File: src/rtl/rtg_pkg.sv
package rtg_pkg;
  localparam int CNT_W    = 12;
  localparam int ADDR_W   = 24;
  localparam int STRIDE_W = 16;
  localparam int RA_W     = 4;
  localparam int DATA_W   = ADDR_W;
  localparam int POL_W    = 4;
  localparam int NUM_TIM  = 8;

  localparam int POL_HS   = 0;
  localparam int POL_VS   = 1;
  localparam int POL_DE   = 2;
  localparam int POL_PCLK = 3;

  localparam logic [RA_W-1:0] RA_POL    = 4'd8;
  localparam logic [RA_W-1:0] RA_BASE   = 4'd9;
  localparam logic [RA_W-1:0] RA_STRIDE = 4'd10;
  localparam logic [RA_W-1:0] RA_STATUS = 4'd15;

  typedef struct packed {
    logic [CNT_W-1:0] act;
    logic [CNT_W-1:0] fp;
    logic [CNT_W-1:0] sync;
    logic [CNT_W-1:0] bp;
  } axis_t;

  typedef struct packed {
    axis_t h;
    axis_t v;
  } tim_t;

  typedef struct packed {
    tim_t                tim;
    logic [POL_W-1:0]    pol;
    logic [ADDR_W-1:0]   base;
    logic [STRIDE_W-1:0] stride;
  } mode_t;

  // register index i maps to the i-th field counted from the MSB of tim_t
  function automatic logic [CNT_W-1:0] tim_field(input tim_t t, input int i);
    logic [NUM_TIM*CNT_W-1:0] flat;
    flat = t;
    return flat[(NUM_TIM-1-i)*CNT_W +: CNT_W];
  endfunction
endpackage

File: src/rtl/rtg_window.sv
module rtg_window import rtg_pkg::*; (
  input  axis_t            ax_i,
  input  logic [CNT_W-1:0] cnt_i,
  output logic             in_act_o,
  output logic             in_sync_o,
  output logic             at_last_o
);
  logic [CNT_W-1:0] sync_start, sync_end, total;

  assign sync_start = ax_i.act + ax_i.fp;
  assign sync_end   = sync_start + ax_i.sync;
  assign total      = sync_end + ax_i.bp;

  assign in_act_o  = cnt_i < ax_i.act;
  assign in_sync_o = (cnt_i >= sync_start) && (cnt_i < sync_end);
  assign at_last_o = cnt_i == total - 1'b1;
endmodule

File: src/rtl/rtg_cfg.sv
module rtg_cfg import rtg_pkg::*; #(
  parameter mode_t RST_MODE = '0
) (
  input  logic              clk_i,
  input  logic              rst_ni,
  input  logic              wr_en_i,
  input  logic [RA_W-1:0]   wr_addr_i,
  input  logic [DATA_W-1:0] wr_data_i,
  input  logic              commit_i,
  output mode_t             act_o,
  output logic [CNT_W-1:0]  next_v_act_o,
  output logic              vblank_start_o,
  output logic              vblank_flag_o,
  output logic              pending_o
);
  logic [NUM_TIM*CNT_W-1:0] sh_flat;
  logic [POL_W-1:0]         sh_pol_q;
  logic [ADDR_W-1:0]        sh_base_q;
  logic [STRIDE_W-1:0]      sh_stride_q;
  mode_t                    shadow, next_mode, act_q;
  logic                     sh_valid, shadow_wr, status_clr;
  logic                     vbs_q, flag_q, pend_q;

  for (genvar gi = 0; gi < NUM_TIM; gi++) begin : g_tim
    localparam logic [CNT_W-1:0] RV = tim_field(RST_MODE.tim, gi);
    logic [CNT_W-1:0] q;
    always_ff @(posedge clk_i or negedge rst_ni) begin
      if (!rst_ni) q <= RV;
      else if (wr_en_i && wr_addr_i == RA_W'(gi)) q <= wr_data_i[CNT_W-1:0];
    end
    assign sh_flat[(NUM_TIM-1-gi)*CNT_W +: CNT_W] = q;
  end

  always_ff @(posedge clk_i or negedge rst_ni) begin
    if (!rst_ni) begin
      sh_pol_q    <= RST_MODE.pol;
      sh_base_q   <= RST_MODE.base;
      sh_stride_q <= RST_MODE.stride;
    end else if (wr_en_i) begin
      if (wr_addr_i == RA_POL)    sh_pol_q    <= wr_data_i[POL_W-1:0];
      if (wr_addr_i == RA_BASE)   sh_base_q   <= wr_data_i[ADDR_W-1:0];
      if (wr_addr_i == RA_STRIDE) sh_stride_q <= wr_data_i[STRIDE_W-1:0];
    end
  end

  assign shadow = '{tim: tim_t'(sh_flat), pol: sh_pol_q, base: sh_base_q, stride: sh_stride_q};

  assign sh_valid = (shadow.tim.h.act != '0) && (shadow.tim.h.sync != '0) &&
                    (shadow.tim.v.act != '0) && (shadow.tim.v.sync != '0);
  assign next_mode    = sh_valid ? shadow : act_q;
  assign next_v_act_o = next_mode.tim.v.act;

  assign shadow_wr  = wr_en_i && (wr_addr_i <= RA_STRIDE);
  assign status_clr = wr_en_i && (wr_addr_i == RA_STATUS) && wr_data_i[0];

  always_ff @(posedge clk_i or negedge rst_ni) begin
    if (!rst_ni) begin
      act_q  <= RST_MODE;
      vbs_q  <= 1'b0;
      flag_q <= 1'b0;
      pend_q <= 1'b0;
    end else begin
      vbs_q <= commit_i;
      if (commit_i) act_q <= next_mode;
      if (commit_i)        flag_q <= 1'b1;
      else if (status_clr) flag_q <= 1'b0;
      if (shadow_wr)     pend_q <= 1'b1;
      else if (commit_i) pend_q <= 1'b0;
    end
  end

  assign act_o          = act_q;
  assign vblank_start_o = vbs_q;
  assign vblank_flag_o  = flag_q;
  assign pending_o      = pend_q;


  act_hold_chk: assert property (@(posedge clk_i) disable iff (!rst_ni)
    !commit_i |=> $stable(act_q));

  reject_hold_chk: assert property (@(posedge clk_i) disable iff (!rst_ni)
    commit_i && !sh_valid |=> $stable(act_q));

  pend_set_chk: assert property (@(posedge clk_i) disable iff (!rst_ni)
    shadow_wr |=> pend_q);

  vbs_flag_chk: assert property (@(posedge clk_i) disable iff (!rst_ni)
    vbs_q |-> flag_q);
endmodule

File: src/rtl/rtg_scan.sv
module rtg_scan import rtg_pkg::*; (
  input  logic                clk_i,
  input  logic                rst_ni,
  input  tim_t                tim_i,
  input  logic [ADDR_W-1:0]   base_i,
  input  logic [STRIDE_W-1:0] stride_i,
  input  logic [CNT_W-1:0]    next_v_act_i,
  output logic                commit_o,
  output logic [CNT_W-1:0]    hcnt_o,
  output logic [CNT_W-1:0]    vcnt_o,
  output logic                de_raw_o,
  output logic                hs_raw_o,
  output logic                vs_raw_o,
  output logic [ADDR_W-1:0]   addr_o
);
  logic [CNT_W-1:0] hcnt_q, vcnt_q;
  logic h_act, v_act, h_last, v_last;

  rtg_window i_h_win (
    .ax_i(tim_i.h), .cnt_i(hcnt_q),
    .in_act_o(h_act), .in_sync_o(hs_raw_o), .at_last_o(h_last)
  );

  rtg_window i_v_win (
    .ax_i(tim_i.v), .cnt_i(vcnt_q),
    .in_act_o(v_act), .in_sync_o(vs_raw_o), .at_last_o(v_last)
  );

  // vertical blanking starts after the last active line
  assign commit_o = h_last && (vcnt_q == tim_i.v.act - 1'b1);

  always_ff @(posedge clk_i or negedge rst_ni) begin
    if (!rst_ni) begin
      hcnt_q <= '0;
      vcnt_q <= '0;
    end else if (commit_o) begin
      hcnt_q <= '0;
      vcnt_q <= next_v_act_i;
    end else if (h_last) begin
      hcnt_q <= '0;
      vcnt_q <= v_last ? '0 : vcnt_q + 1'b1;
    end else begin
      hcnt_q <= hcnt_q + 1'b1;
    end
  end

  assign de_raw_o = h_act && v_act;
  assign addr_o   = de_raw_o ? base_i + ADDR_W'(vcnt_q) * ADDR_W'(stride_i) + ADDR_W'(hcnt_q)
                             : '0;
  assign hcnt_o = hcnt_q;
  assign vcnt_o = vcnt_q;


  h_step_chk: assert property (@(posedge clk_i) disable iff (!rst_ni)
    !h_last |=> hcnt_q == $past(hcnt_q) + 1'b1);

  line_step_chk: assert property (@(posedge clk_i) disable iff (!rst_ni)
    h_last && !commit_o && !v_last |=> vcnt_q == $past(vcnt_q) + 1'b1);

  commit_pos_chk: assert property (@(posedge clk_i) disable iff (!rst_ni)
    commit_o |=> (hcnt_q == '0) && (vcnt_q == $past(next_v_act_i)));
endmodule

File: src/rtl/rtg_launch.sv
module rtg_launch #(
  parameter int             W       = 3,
  parameter logic [W-1:0]   RST_LVL = '0
) (
  input  logic         clk_i,
  input  logic         rst_ni,
  input  logic         sel_neg_i,
  input  logic [W-1:0] d_i,
  output logic [W-1:0] q_o
);
  logic [W-1:0] neg_q;

  // falling-edge launch: data is centred on the panel's rising sample edge
  always_ff @(negedge clk_i or negedge rst_ni) begin
    if (!rst_ni) neg_q <= RST_LVL;
    else         neg_q <= d_i;
  end

  assign q_o = sel_neg_i ? neg_q : d_i;


  neg_launch_chk: assert property (@(posedge clk_i) disable iff (!rst_ni)
    sel_neg_i && $past(rst_ni) |-> q_o == d_i);
endmodule

File: src/rtl/raster_timing_gen.sv
module raster_timing_gen import rtg_pkg::*; #(
  parameter int H_ACT      = 640,
  parameter int H_FP       = 24,
  parameter int H_SYNC     = 96,
  parameter int H_BP       = 40,
  parameter int V_ACT      = 480,
  parameter int V_FP       = 11,
  parameter int V_SYNC     = 2,
  parameter int V_BP       = 32,
  parameter int RST_POL    = 12,
  parameter int RST_BASE   = 0,
  parameter int RST_STRIDE = 640
) (
  input  logic              clk_i,
  input  logic              rst_ni,
  input  logic              wr_en_i,
  input  logic [RA_W-1:0]   wr_addr_i,
  input  logic [DATA_W-1:0] wr_data_i,
  output logic              hsync_o,
  output logic              vsync_o,
  output logic              de_o,
  output logic [CNT_W-1:0]  x_o,
  output logic [CNT_W-1:0]  y_o,
  output logic [ADDR_W-1:0] addr_o,
  output logic              vblank_start_o,
  output logic              vblank_flag_o,
  output logic              commit_pending_o
);
  localparam mode_t RST_MODE = '{
    tim: '{h: '{act: CNT_W'(H_ACT), fp: CNT_W'(H_FP), sync: CNT_W'(H_SYNC), bp: CNT_W'(H_BP)},
           v: '{act: CNT_W'(V_ACT), fp: CNT_W'(V_FP), sync: CNT_W'(V_SYNC), bp: CNT_W'(V_BP)}},
    pol: POL_W'(RST_POL), base: ADDR_W'(RST_BASE), stride: STRIDE_W'(RST_STRIDE)};
  localparam logic [2:0] RST_IDLE = ~{RST_MODE.pol[POL_DE], RST_MODE.pol[POL_VS],
                                      RST_MODE.pol[POL_HS]};

  mode_t            act;
  logic [CNT_W-1:0] next_v_act;
  logic             commit, de_raw, hs_raw, vs_raw;
  logic [2:0]       panel_lvl, panel_out;

  rtg_cfg #(.RST_MODE(RST_MODE)) i_cfg (
    .clk_i, .rst_ni, .wr_en_i, .wr_addr_i, .wr_data_i,
    .commit_i(commit), .act_o(act), .next_v_act_o(next_v_act),
    .vblank_start_o, .vblank_flag_o, .pending_o(commit_pending_o)
  );

  rtg_scan i_scan (
    .clk_i, .rst_ni, .tim_i(act.tim), .base_i(act.base), .stride_i(act.stride),
    .next_v_act_i(next_v_act), .commit_o(commit), .hcnt_o(x_o), .vcnt_o(y_o),
    .de_raw_o(de_raw), .hs_raw_o(hs_raw), .vs_raw_o(vs_raw), .addr_o
  );

  assign panel_lvl = {~(de_raw ^ act.pol[POL_DE]),
                      ~(vs_raw ^ act.pol[POL_VS]),
                      ~(hs_raw ^ act.pol[POL_HS])};

  rtg_launch #(.W(3), .RST_LVL(RST_IDLE)) i_launch (
    .clk_i, .rst_ni, .sel_neg_i(act.pol[POL_PCLK]), .d_i(panel_lvl), .q_o(panel_out)
  );

  assign {de_o, vsync_o, hsync_o} = panel_out;
endmodule

File: config.mk
export PLATFORM = sky130hd
export DESIGN_NAME = raster_timing_gen
export DESIGN_NICKNAME = d
export VERILOG_FILES = /design/src/rtl/rtg_pkg.sv /design/src/rtl/rtg_window.sv /design/src/rtl/rtg_cfg.sv /design/src/rtl/rtg_scan.sv /design/src/rtl/rtg_launch.sv /design/src/rtl/raster_timing_gen.sv
export SDC_FILE = /design/constraint.sdc
export NUM_CORES = 1
export LEC_CHECK = 0
export ABC_AREA = 1
export BUFFER_PORTS_ARGS = -buffer_cell sky130_fd_sc_hd__buf_2
export CELL_PAD_IN_SITES_DETAIL_PLACEMENT = 2
export CELL_PAD_IN_SITES_GLOBAL_PLACEMENT = 2
export CORE_ASPECT_RATIO = 1.4
export CORE_UTILIZATION = 35
export CTS_CLUSTER_DIAMETER = 60
export DETAILED_ROUTE_END_ITERATION = 12
export GPL_ROUTABILITY_DRIVEN = 0
export PLACE_DENSITY_LB_ADDON = 0.1
export SLEW_MARGIN = 5
export SYNTH_ARGS = -nofsm -noshare
export SYNTH_HDL_FRONTEND = slang
export SYNTH_HIERARCHICAL = 1
export SYNTH_SLANG_ARGS = --single-unit
export TNS_END_PERCENT = 1
File: constraint.sdc
create_clock -name clk_i -period 5.3 [get_ports clk_i]
set_input_delay 0 -clock clk_i [delete_from_list [all_inputs] [get_ports clk_i]]
set_output_delay 0 -clock clk_i [all_outputs]
set_load 0.02 [all_outputs]
==> results of run 1 <==
[cell type report]
type / instances / area [um2] / share of cell area (%)
Clock buffer: 50 / 1060 / 3.14
Clock inverter: 19 / 220 / 0.655
Inverter: 580 / 2190 / 6.51
Multi-Input combinational cell: 2364 / 16900 / 50.3
Sequential cell: 310 / 7830 / 23.3
Tap cell: 960 / 1200 / 3.57
Timing Repair Buffer: 510 / 4220 / 12.5
[metal layers]
layer | share of wire [%] | vias up
met2 | 56 | 393
met4 | 5.1 | 0
met3 | 2.1 | 234
li1 | - | 11389
met1 | 37 | 12833
met5 | 0 | -
[stage by stage]
step / utilization, % / instances / hold slack (ns) / area [um2] / total power (W)
after floorplan: - / 3385 / -0.296 / 26200 / 0.00315
after detailed placement: 40.8 / 4666 / -0.0209 / 30200 / 0.00341
after CTS: 44.3 / 4783 / 0.00312 / 32700 / 0.00618
after global routing: 45.5 / 4793 / 0.0373 / 33600 / 0.00637
final: 45.5 / 4793 / 0.0492 / 33600 / 0.00614
after global placement: 40.8 / 4666 / -0.0289 / 30200 / 0.00336
[layout by cell type, fill, tap and decap left out, types with 76 or more instances in the layout]
master / instances
dfrtp_1: 251
nand3_1: 212
buf_4: 368
o21ai_0: 148
fa_1: 170
inv_1: 560
nand2_1: 915
nor2_1: 146
buf_2: 76
ha_1: 184
a21oi_1: 95
[kinds of logic after synthesis]
family / synth area share, %
AND/OR/NAND/NOR: 24.3
buffers and inverters: 10.9
adder cells (fa/ha/maj): 23.8
AO/OA/AOI/OAI: 8.01
flip-flops: 29.9
XOR/XNOR: 3.05
[final timing paths]
kind                                                     endpoint  cells past startpoint                          from  slack [ns]
worst min register to register        i_cfg/act_o[28]$_DFFE_PN0P_                      2   i_cfg/act_o[28]$_DFFE_PN0P_        0.47
min in group asynchronous         i_cfg/g_tim[0].q[9]$_DFFE_PN1P_                      2                        rst_ni        0.08
worst max-delay path                  i_launch/neg_q[0]$_DFF_NN1_                     26  i_cfg/act_o[128]$_DFFE_PN0P_       -1.60
worst min-delay path            i_cfg/sh_stride_q[11]$_DFFE_PN0P_                      3                 wr_data_i[11]        0.05
worst max register to register        i_launch/neg_q[0]$_DFF_NN1_                     26  i_cfg/act_o[128]$_DFFE_PN0P_       -1.60
max in group asynchronous             i_launch/neg_q[0]$_DFF_NN1_                      2                        rst_ni        2.57
[worst max-delay path: stages, from the launching register on]
cell,delay [ns]
dfrtp_1,0.42
ha_4,0.19
fa_2,0.39
nand3_2,0.12
nand2_4,0.10
nand2_2,0.09
o211ai_1,0.11
nand2_1,0.12
nand2_1,0.08
a21oi_2,0.16
xor2_1,0.28
inv_1,0.15
ha_4,0.26
inv_4,0.08
o21bai_1,0.11
a31oi_1,0.24
nand3_2,0.15
inv_2,0.08
nand3_2,0.10
nand2_2,0.10
ha_4,0.21
nand2_1,0.06
nand3b_1,0.13
a31oi_2,0.22
inv_1,0.09
nand2_2,0.08
nand2_2,0.05
[state kept, by name (all words and copies together), names as in the netlist]
signal and flops:
i_cfg/act_o 140, i_cfg/vblank_flag_o 1, i_launch/neg_q 3, i_scan/vcnt_o 12, i_cfg/sh_stride_q 16, i_cfg/sh_base_q 24, i_scan/hcnt_o 12, i_cfg/pending_o 1
i_cfg/g_tim.q 96, i_cfg/sh_pol_q 4, i_cfg/vblank_start_o 1
[where the power goes]
| group | switching, W | internal [W] | total (W) | leakage, nW |
|---|---|---|---|---|
| logic | 0.000434 | 0.000180 | 0.000615 | 13.5 |
| clock network | 0.00114 | 0.00157 | 0.00271 | 0.626 |
| registers | 0.000187 | 0.00262 | 0.00281 | 3.93 |
[timing repair]
item,4_1_cts,5_1_grt
cloned,8,0
hold buffers,21,0
setup buffers,20,10
pin swaps,92,98
setup endpoints to repair,189,192
resized for setup,157,176
endpoints found under the hold margin,119,0
==> run_results.csv, run 1 <==
group,metric,value,unit
critical_path,critPathKind,"flop to flop",
clocking,cts_root_buf,"clkbuf_16",
placement,io_buffers,84,
clocking,cts_tree,"built",
pwr,leakage,18.0,nW
synth,synth_nets,3811,
floorplan,core,74000,um2
critical_path,cp_max_fo,3,
routing,drc,0,
cells_and_area,area_growth_syn_to_layout,28.6,%
clocking,path_clk_slew,0.07,ns
pwr,powerDensity,183,nW/um2
timing,tightestPinTransition,1.02,ns
cells_and_area,drive_gt1_share,23.8,%
global_routing,gr-total-overflow,0,
hold_path,hold_class,"primary input to flop",
cells_and_area,num_antenna_cells,0,
timing,final-hold-violation-count,0,
synth,synth-main-ff-cell,"dfrtp_1",
timing,setup_viol,187,
synth,ys_ff_latch,310,
routing,wl_per_cell,23.1,um
critical_path,required,3.19,ns
clocking,cts_buffers,38,
synth,synth-warning-count,6,
synth,seq_area_frac_synth,29.9,%
floorplan,ioPinCount,85,
synth,synth.top_cell.area_share,25.4,%
synth,yosysMostFrequentCell,"nand2_1",
global_routing,grt_busiest_layer,"met2",
synth,syn_area_per_cell,7.73,um2
synth,synth_area,26200,um2
pwr,vdd_drop_max,240,uV
routing,drt-initial-drc-count,849,
synth,synth_area_leaders,"dfrtp_1 (25%), nand2_1 (14%), fa_1 (13%), ha_1 (11%), inv_1 (8.2%)",
synth,synth_cell_types,50,
placement,dpl.hpwl,79900,um
timing,rsz0062_at_grt,"yes",
floorplan,dieHeight,325,um
routing,totalWireLength,111000,um
routing,ant_nets,0,
critical_path,crit_path_end_kind,"flop",
timing,slew_headroom,31.9,%
routing,firstDrtPassIters,5,
run,maxCapViolations,0,
clocking,clk_latency,0.63,ns
status,violations,"negative setup slack",
clocking,cts-htree-levels,2,
floorplan,die_x,233,um
global_routing,grt_pass1_vias,28796,
floorplan,dieArea,75800,um2
global_routing,grt_use_met1,30.4,%
global_routing,met2_usage,56.0,%
global_routing,grt_util_met3,2.11,%
synth,syn_inst,3385,
critical_path,startpoint_type,"flop",
global_routing,grt_pass1_wl,165000,um
clocking,clk_path_buf_depth,3,
cells_and_area,fillerInstances,8301,
timing,tns,-197.74,ns
cells_and_area,layout.nets,4232,
global_routing,grt_usage,28.4,%
timing,timing.final.ws_setup,-1.60,ns
routing,avgViaCountPerCell,5.18,
floorplan,fp-row-count,118,
critical_path,cp_data_arrival_time,4.79,ns
floorplan,start_util,35.4,%
synth,synth_edf_count,0,
timing,fin_worst_skew,0.0854,ns
synth,yosys.area.top_type,"dfrtp_1",
global_routing,antenna_found_initial,0,
timing,slew_violations,0,
placement,dp_slack,-1.51,ns
synth,async_flop_share,100,%
clocking,clock-sinks,310,
synth,synthTopCellsByCount,"nand2_1 (965), inv_1 (573), dfrtp_1 (265)",
routing,vias,24849,
status,status,"finished with violations",
global_routing,grt_max_degree,78,
(Power assumes the default switching activity.)
==> run 2: changes to the inputs <==
--- a/config.mk
+++ b/config.mk
@@ -12,8 +12,10 @@
 export CORE_ASPECT_RATIO = 1.4
 export CORE_UTILIZATION = 35
 export CTS_CLUSTER_DIAMETER = 60
+export CTS_CLUSTER_SIZE = 10
 export DETAILED_ROUTE_END_ITERATION = 12
 export GPL_ROUTABILITY_DRIVEN = 0
+export HOLD_SLACK_MARGIN = 0.15
 export PLACE_DENSITY_LB_ADDON = 0.1
 export SLEW_MARGIN = 5
 export SYNTH_ARGS = -nofsm -noshare
==> run_results.csv, run 2 (same netlist as run 1, synthesis figures left out) <==
group,metric,value,unit
critical_path,r2r_start,"i_cfg/act_o[128]$_DFFE_PN0P_",
global_routing,grt_max_degree,78,
status,status,"finished with violations",
placement,io_buffers,84,
critical_path,r2r_slack,-1.40,ns
critical_path,reg2reg_depth,22,
pwr,p_seq_share,46.3,%
floorplan,dieArea,75800,um2
routing,vias,24737,
critical_path,cp_slowest_stage_delay,0.42,ns
clocking,clk_latency,0.63,ns
cells_and_area,fillerInstances,8373,
floorplan,core,74000,um2
cells_and_area,multiInputGateArea,16600,um2
timing,fin_hold_ws,0.166,ns
pwr,swShare,28.6,%
critical_path,critical_path.slowest_cell,"fa_2",
clocking,cts_root_buf,"clkbuf_16",
critical_path,required,3.20,ns
critical_path,startpoint_type,"flop",
routing,wl_per_cell,22.3,um
cells_and_area,regArea,7840,um2
cells_and_area,stdcell_count,4806,
critical_path,cp_cell_sequence,"ha_2 > fa_2 > nand3_2 > nand2_4 > xor2_2 > inv_1 > ha_4 > a21oi_4 > o21ai_2 > a21oi_2 > buf_4 > xor2_2 > ha_1 > a21oi_1 > nor2_1 > a211o_1 > o21ai_1 > nand3b_1 > a31oi_2 > inv_1 > nand2_2 > nand2_2",
critical_path,critPathKind,"flop to flop",
global_routing,grt_pass1_vias,28676,
cells_and_area,final_common_cell,"nand2_1",
timing,slew_violations,0,
pwr,p_int,0.00433,W
routing,drt-met1-wl,40200,um
clocking,clk_path_buf_depth,3,
routing,top_layer,"met4",
routing,totalWireLength,107000,um
cells_and_area,drive_gt1_share,22.4,%
pwr,pwr-share-comb,10.0,%
clocking,cts-htree-levels,2,
timing,slew_headroom,34.4,%
pwr,power_switching,0.00173,W
pwr,powerDensity,182,nW/um2
pwr,pwr-share-clk,43.7,%
cells_and_area,largest_reg_flops,140,
timing,rsz0062_at_grt,"yes",
placement,dpl.hpwl,79900,um
routing,avgViaCountPerCell,5.15,
cells_and_area,layout.nets,4243,
cells_and_area,area_growth_syn_to_layout,27.5,%
clocking,cts_tree,"built",
placement,dp.cells,4666,
clocking,cts_buffers,40,
critical_path,cp_data_arrival_time,4.61,ns
hold_path,hold_end,"i_cfg/sh_base_q[3]$_DFFE_PN0P_",
timing,setup_viol,181,
pwr,leakage,18.0,nW
routing,wl_met3,2110,um
critical_path,crit_buf_inv,3,
routing,route.met2.wl,60600,um
routing,drc,0,
global_routing,grt_pass1_wl,162000,um
routing,ant_nets,0,
floorplan,ioPinCount,85,
placement,dp_slack,-1.51,ns
clocking,clock-sinks,310,
cells_and_area,num_antenna_cells,0,
global_routing,gr-total-overflow,0,
clocking,path_clk_slew,0.06,ns
floorplan,die_x,233,um
routing,drt-initial-drc-count,726,
hold_path,min_from,"wr_data_i[3]",
routing,firstDrtPassIters,5,
hold_path,hold_class,"primary input to flop",
status,violations,"negative setup slack",
floorplan,start_util,35.4,%
run,maxCapViolations,0,
timing,final-hold-violation-count,0,
cells_and_area,layout_common_cells,"nand2_1 (924), inv_1 (560), buf_4 (369)",
global_routing,grt_usage,27.9,%
timing,tightestPinTransition,0.981,ns
timing,fin_worst_skew,0.0672,ns
critical_path,cp_max_fo,3,
critical_path,crit_path_end_kind,"flop",
floorplan,dieHeight,325,um
global_routing,antenna_found_initial,0,
pwr,vdd_drop_max,226,uV
critical_path,r2r_end,"i_launch/neg_q[0]$_DFF_NN1_",
hold_path,whs_path_depth,3,
critical_path,path_delay_family,"compound AO/OA/AOI/OAI gates",
timing,timing.final.ws_setup,-1.40,ns
floorplan,fp-row-count,118,
-- run 2: changes by cell type in the layout (fill, tap and decap cells not counted), moves of 5 or more --
cell and change:
a21oi_2 -5, clkbuf_8 -5, nand2_1 +9, dlygate4sd3_1 +11, nand3_1 +9, clkbuf_1 +14
nand2_4 -6, nand3_4 -5, a21oi_1 +7, clkbuf_16 +9, ha_4 -5
-- run 2: how the worst max path moves through the flow --
stage | startpoint | cells past startpoint | slack [ns] | end
floorplan | i_cfg/act_o[80]$_DFFE_PN0P_ | 22 | -0.88 | i_launch/neg_q[1]$_DFF_NN1_
detailed placement | i_cfg/act_o[116]$_DFFE_PN0P_ | 42 | -1.51 | i_cfg/act_o[134]$_DFFE_PN0P_
global placement | i_cfg/act_o[116]$_DFFE_PN0P_ | 22 | -1.32 | i_launch/neg_q[0]$_DFF_NN1_
finish | i_cfg/act_o[128]$_DFFE_PN0P_ | 22 | -1.40 | i_launch/neg_q[0]$_DFF_NN1_
global route | i_cfg/act_o[128]$_DFFE_PN0P_ | 39 | -1.60 | i_cfg/act_o[81]$_DFFE_PN0P_
CTS | i_cfg/act_o[80]$_DFFE_PN0P_ | 27 | -1.31 | i_launch/neg_q[1]$_DFF_NN1_
-- run 2: layer usage --
layer | track usage, % | vias to the layer above
met5 | 0 | -
met4 | 10.7 | 0
met3 | 2.25 | 213
met2 | 55.0 | 376
met1 | 29.9 | 12743
li1 | - | 11405
-- run 2: power by group through the flow --
stage | clock network, W | logic (W) | registers [W]
floorplan | 0.00000354 | 0.000370 | 0.00277
global placement | 0.00000354 | 0.000535 | 0.00282
detailed placement | 0.00000354 | 0.000573 | 0.00284
CTS | 0.00271 | 0.000609 | 0.00280
global route | 0.00278 | 0.000690 | 0.00283
finish | 0.00264 | 0.000608 | 0.00280
-- run 2: metrics by stage --
stage | setup TNS (ns) | area, um2 | util (%) | power, W
global placement | -155.03 | 30200 | 40.8 | 0.00336
detailed placement | -229.12 | 30200 | 40.8 | 0.00341
finish | -180.40 | 33300 | 45.1 | 0.00606
CTS | -173.77 | 32400 | 43.9 | 0.00612
floorplan | -42.82 | 26200 | - | 0.00315
global route | -253.19 | 33300 | 45.1 | 0.00630
-- run 2: cell type report --
class,count,share of cell area [%]
multi-input combinational,2364,49.7
clock inverter,11,0.368
clock buffer,62,3.34
inverter,580,6.56
sequential,310,23.5
timing repair buffer,519,12.9
tap,960,3.60
-- run 2: tightest hold or removal path: stages --
cell     delay, ns
buf_2         0.07
inv_1         0.38
a21oi_1       0.25
-- run 2: what timing repair did --
item / in CTS / in global routing
hold endpoints to repair: 188 / 0
hold buffers: 32 / 0
setup buffers: 9 / 17
endpoints found under the setup margin: 189 / 192
gates resized for setup: 122 / 141
gates cloned: 4 / 6
pin swaps: 36 / 79
==> run 3: changes to the inputs <==
--- a/config.mk
+++ b/config.mk
@@ -17,6 +17,7 @@
 export GPL_ROUTABILITY_DRIVEN = 0
 export HOLD_SLACK_MARGIN = 0.15
 export PLACE_DENSITY_LB_ADDON = 0.1
+export RECOVER_POWER = 50
 export SLEW_MARGIN = 5
 export SYNTH_ARGS = -nofsm -noshare
 export SYNTH_HDL_FRONTEND = slang
==> run_results.csv, run 3 (same netlist as run 1, synthesis figures left out) <==
group,metric,value,unit
clocking,cts_buffers,40,
cells_and_area,area_growth_syn_to_layout,27.0,%
hold_path,hold_class,"primary input to flop",
placement,dpl.hpwl,79900,um
pwr,swShare,28.6,%
timing,final-hold-violation-count,0,
routing,ant_nets,0,
critical_path,crit_path_end_kind,"flop",
cells_and_area,layout_common_cells,"nand2_1 (924), inv_1 (560), buf_4 (354)",
placement,io_buffers,84,
floorplan,die_x,233,um
cells_and_area,drive_gt1_share,21.6,%
routing,drc,0,
floorplan,start_util,35.4,%
critical_path,startpoint_type,"flop",
placement,dp_slack,-1.51,ns
cells_and_area,num_antenna_cells,0,
hold_path,whs_path_depth,3,
pwr,power_switching,0.00173,W
status,status,"finished with violations",
critical_path,critPathKind,"flop to flop",
run,maxCapViolations,5,
critical_path,cp-startpoint,"i_cfg/act_o[128]$_DFFE_PN0P_",
floorplan,fp-row-count,118,
routing,firstDrtPassIters,5,
cells_and_area,largest_reg_flops,140,
global_routing,antenna_found_initial,0,
critical_path,cp_data_arrival_time,4.60,ns
pwr,pwr-share-comb,10.0,%
cells_and_area,final_common_cell,"nand2_1",
global_routing,gr-total-overflow,0,
placement,place_area,30200,um2
cells_and_area,fin_area,33200,um2
critical_path,worstSetupEndpoint,"i_launch/neg_q[0]$_DFF_NN1_",
pwr,leakage,17.9,nW
critical_path,r2r_end,"i_launch/neg_q[0]$_DFF_NN1_",
timing,slew_headroom,-89.9,%
routing,avgViaCountPerCell,5.15,
global_routing,grt_pass1_vias,28676,
timing,tightestPinTransition,2.85,ns
timing,setup_viol,181,
pwr,vdd_drop_max,228,uV
floorplan,dieHeight,325,um
pwr,powerDensity,182,nW/um2
timing,slew_violations,220,
cells_and_area,fillerInstances,8401,
cells_and_area,utilization,44.9,%
critical_path,cp_max_fo,3,
routing,totalWireLength,107000,um
pwr,p_int,0.00432,W
critical_path,reg2reg_depth,22,
routing,wl_per_cell,22.3,um
clocking,clk_latency,0.63,ns
clocking,cts_tree,"built",
timing,rsz0062_at_grt,"yes",
critical_path,r2r_slack,-1.40,ns
timing,fin_worst_skew,0.0672,ns
status,violations,"max-capacitance violations, max-slew violations, negative setup slack",
floorplan,ioPinCount,85,
pwr,pwr-share-clk,43.7,%
critical_path,required,3.20,ns
clocking,cts-htree-levels,2,
global_routing,grt_usage,27.9,%
clocking,clk_path_buf_depth,3,
clocking,cts_root_buf,"clkbuf_16",
timing,timing.final.ws_setup,-1.40,ns
floorplan,dieArea,75800,um2
floorplan,core,74000,um2
global_routing,grt_max_degree,78,
clocking,path_clk_slew,0.06,ns
routing,vias,24734,
timing,fin_hold_ws,0.165,ns
routing,drt-initial-drc-count,723,
cells_and_area,layout.nets,4243,
clocking,clock-sinks,310,
critical_path,r2r_start,"i_cfg/act_o[128]$_DFFE_PN0P_",
global_routing,grt_pass1_wl,162000,um
pwr,p_seq_share,46.4,%
[run 3: cell types whose count changed in the layout (fill, tap and decap cells not counted), moves of 2 or more]
| cell | change |
|---|---|
| buf_2 | -10 |
| clkbuf_1 | +27 |
| o21ai_1 | -6 |
| dfrtp_2 | -2 |
| o21ai_0 | +6 |
| buf_4 | -15 |
| dfrtp_1 | +2 |
[run 3: what timing repair did]
item | CTS | global route
setup buffers | 9 | 17
gates cloned | 4 | 6
hold buffers | 32 | 0
gates resized for setup | 122 | 141
pin swaps | 36 | 79
endpoints found under the setup margin | 189 | 192
endpoints found under the hold margin | 188 | 0
[run 3: per-stage QoR]
stage | std cells | power (W) | setup TNS (ns)
final | 4806 | 0.00605 | -180.31
after global routing | 4806 | 0.00629 | -255.02
after CTS | 4783 | 0.00612 | -173.77
after detailed placement | 4666 | 0.00341 | -229.12
after global placement | 4666 | 0.00336 | -155.03
after floorplan | 3385 | 0.00315 | -42.82
[run 3: how the worst min path moves through the flow]
stage                            start  slack [ns]                          endpoint
final                     wr_data_i[3]        0.16    i_cfg/sh_base_q[3]$_DFFE_PN0P_
after global routing      wr_data_i[1]        0.20    i_cfg/sh_base_q[1]$_DFFE_PN0P_
after detailed placement        rst_ni       -0.02   i_cfg/g_tim[0].q[4]$_DFFE_PN0P_
after global placement          rst_ni       -0.03  i_cfg/g_tim[1].q[10]$_DFFE_PN0P_
after CTS                 wr_data_i[2]        0.15    i_cfg/sh_base_q[2]$_DFFE_PN0P_
after floorplan                 rst_ni       -0.30        i_cfg/act_o[0]$_DFFE_PN0P_
[run 3: final cells by class]
cell class | count | area (um2) | share of cell area (%)
multi-input cells | 2364 | 16600 | 49.8
flip-flops and latches | 310 | 7830 | 23.6
repair buffers | 519 | 4200 | 12.7
inverters | 580 | 2190 | 6.58
well taps | 960 | 1200 | 3.62
clock buffers | 62 | 1110 | 3.36
clock inverters | 11 | 123 | 0.369
[run 3: power groups by stage]
stage	logic [W]	clock network, W	registers [W]
6_report	0.000602	0.00264	0.00280
3_3_place_gp	0.000535	0.00000354	0.00282
2_1_floorplan	0.000370	0.00000354	0.00277
3_5_place_dp	0.000573	0.00000354	0.00284
4_1_cts	0.000609	0.00271	0.00280
5_1_grt	0.000683	0.00278	0.00283
[run 3: critical path, stage by stage (launching register included)]
cell and delay, ns:
dfrtp_1 0.40, ha_2 0.22, fa_2 0.42, nand3_2 0.12, nand2_4 0.08, xor2_2 0.19, inv_1 0.11, ha_4 0.25
a21oi_4 0.16, o21ai_2 0.09, a21oi_2 0.17, buf_4 0.15, xor2_2 0.18, ha_1 0.28, a21oi_1 0.18, nor2_1 0.07
a211o_1 0.23, o21ai_1 0.14, nand3b_1 0.14, a31oi_2 0.24, inv_1 0.09, nand2_2 0.08, nand2_2 0.05
[run 3: layer usage]
layer / track usage (%) / wire (um) / vias to the layer above
li1: - / - / 11407
met1: 29.9 / 40000 / 12723
met2: 55.0 / 60600 / 394
met3: 2.25 / 2390 / 210
met4: 10.7 / 4230 / 0
met5: 0 / 0 / -
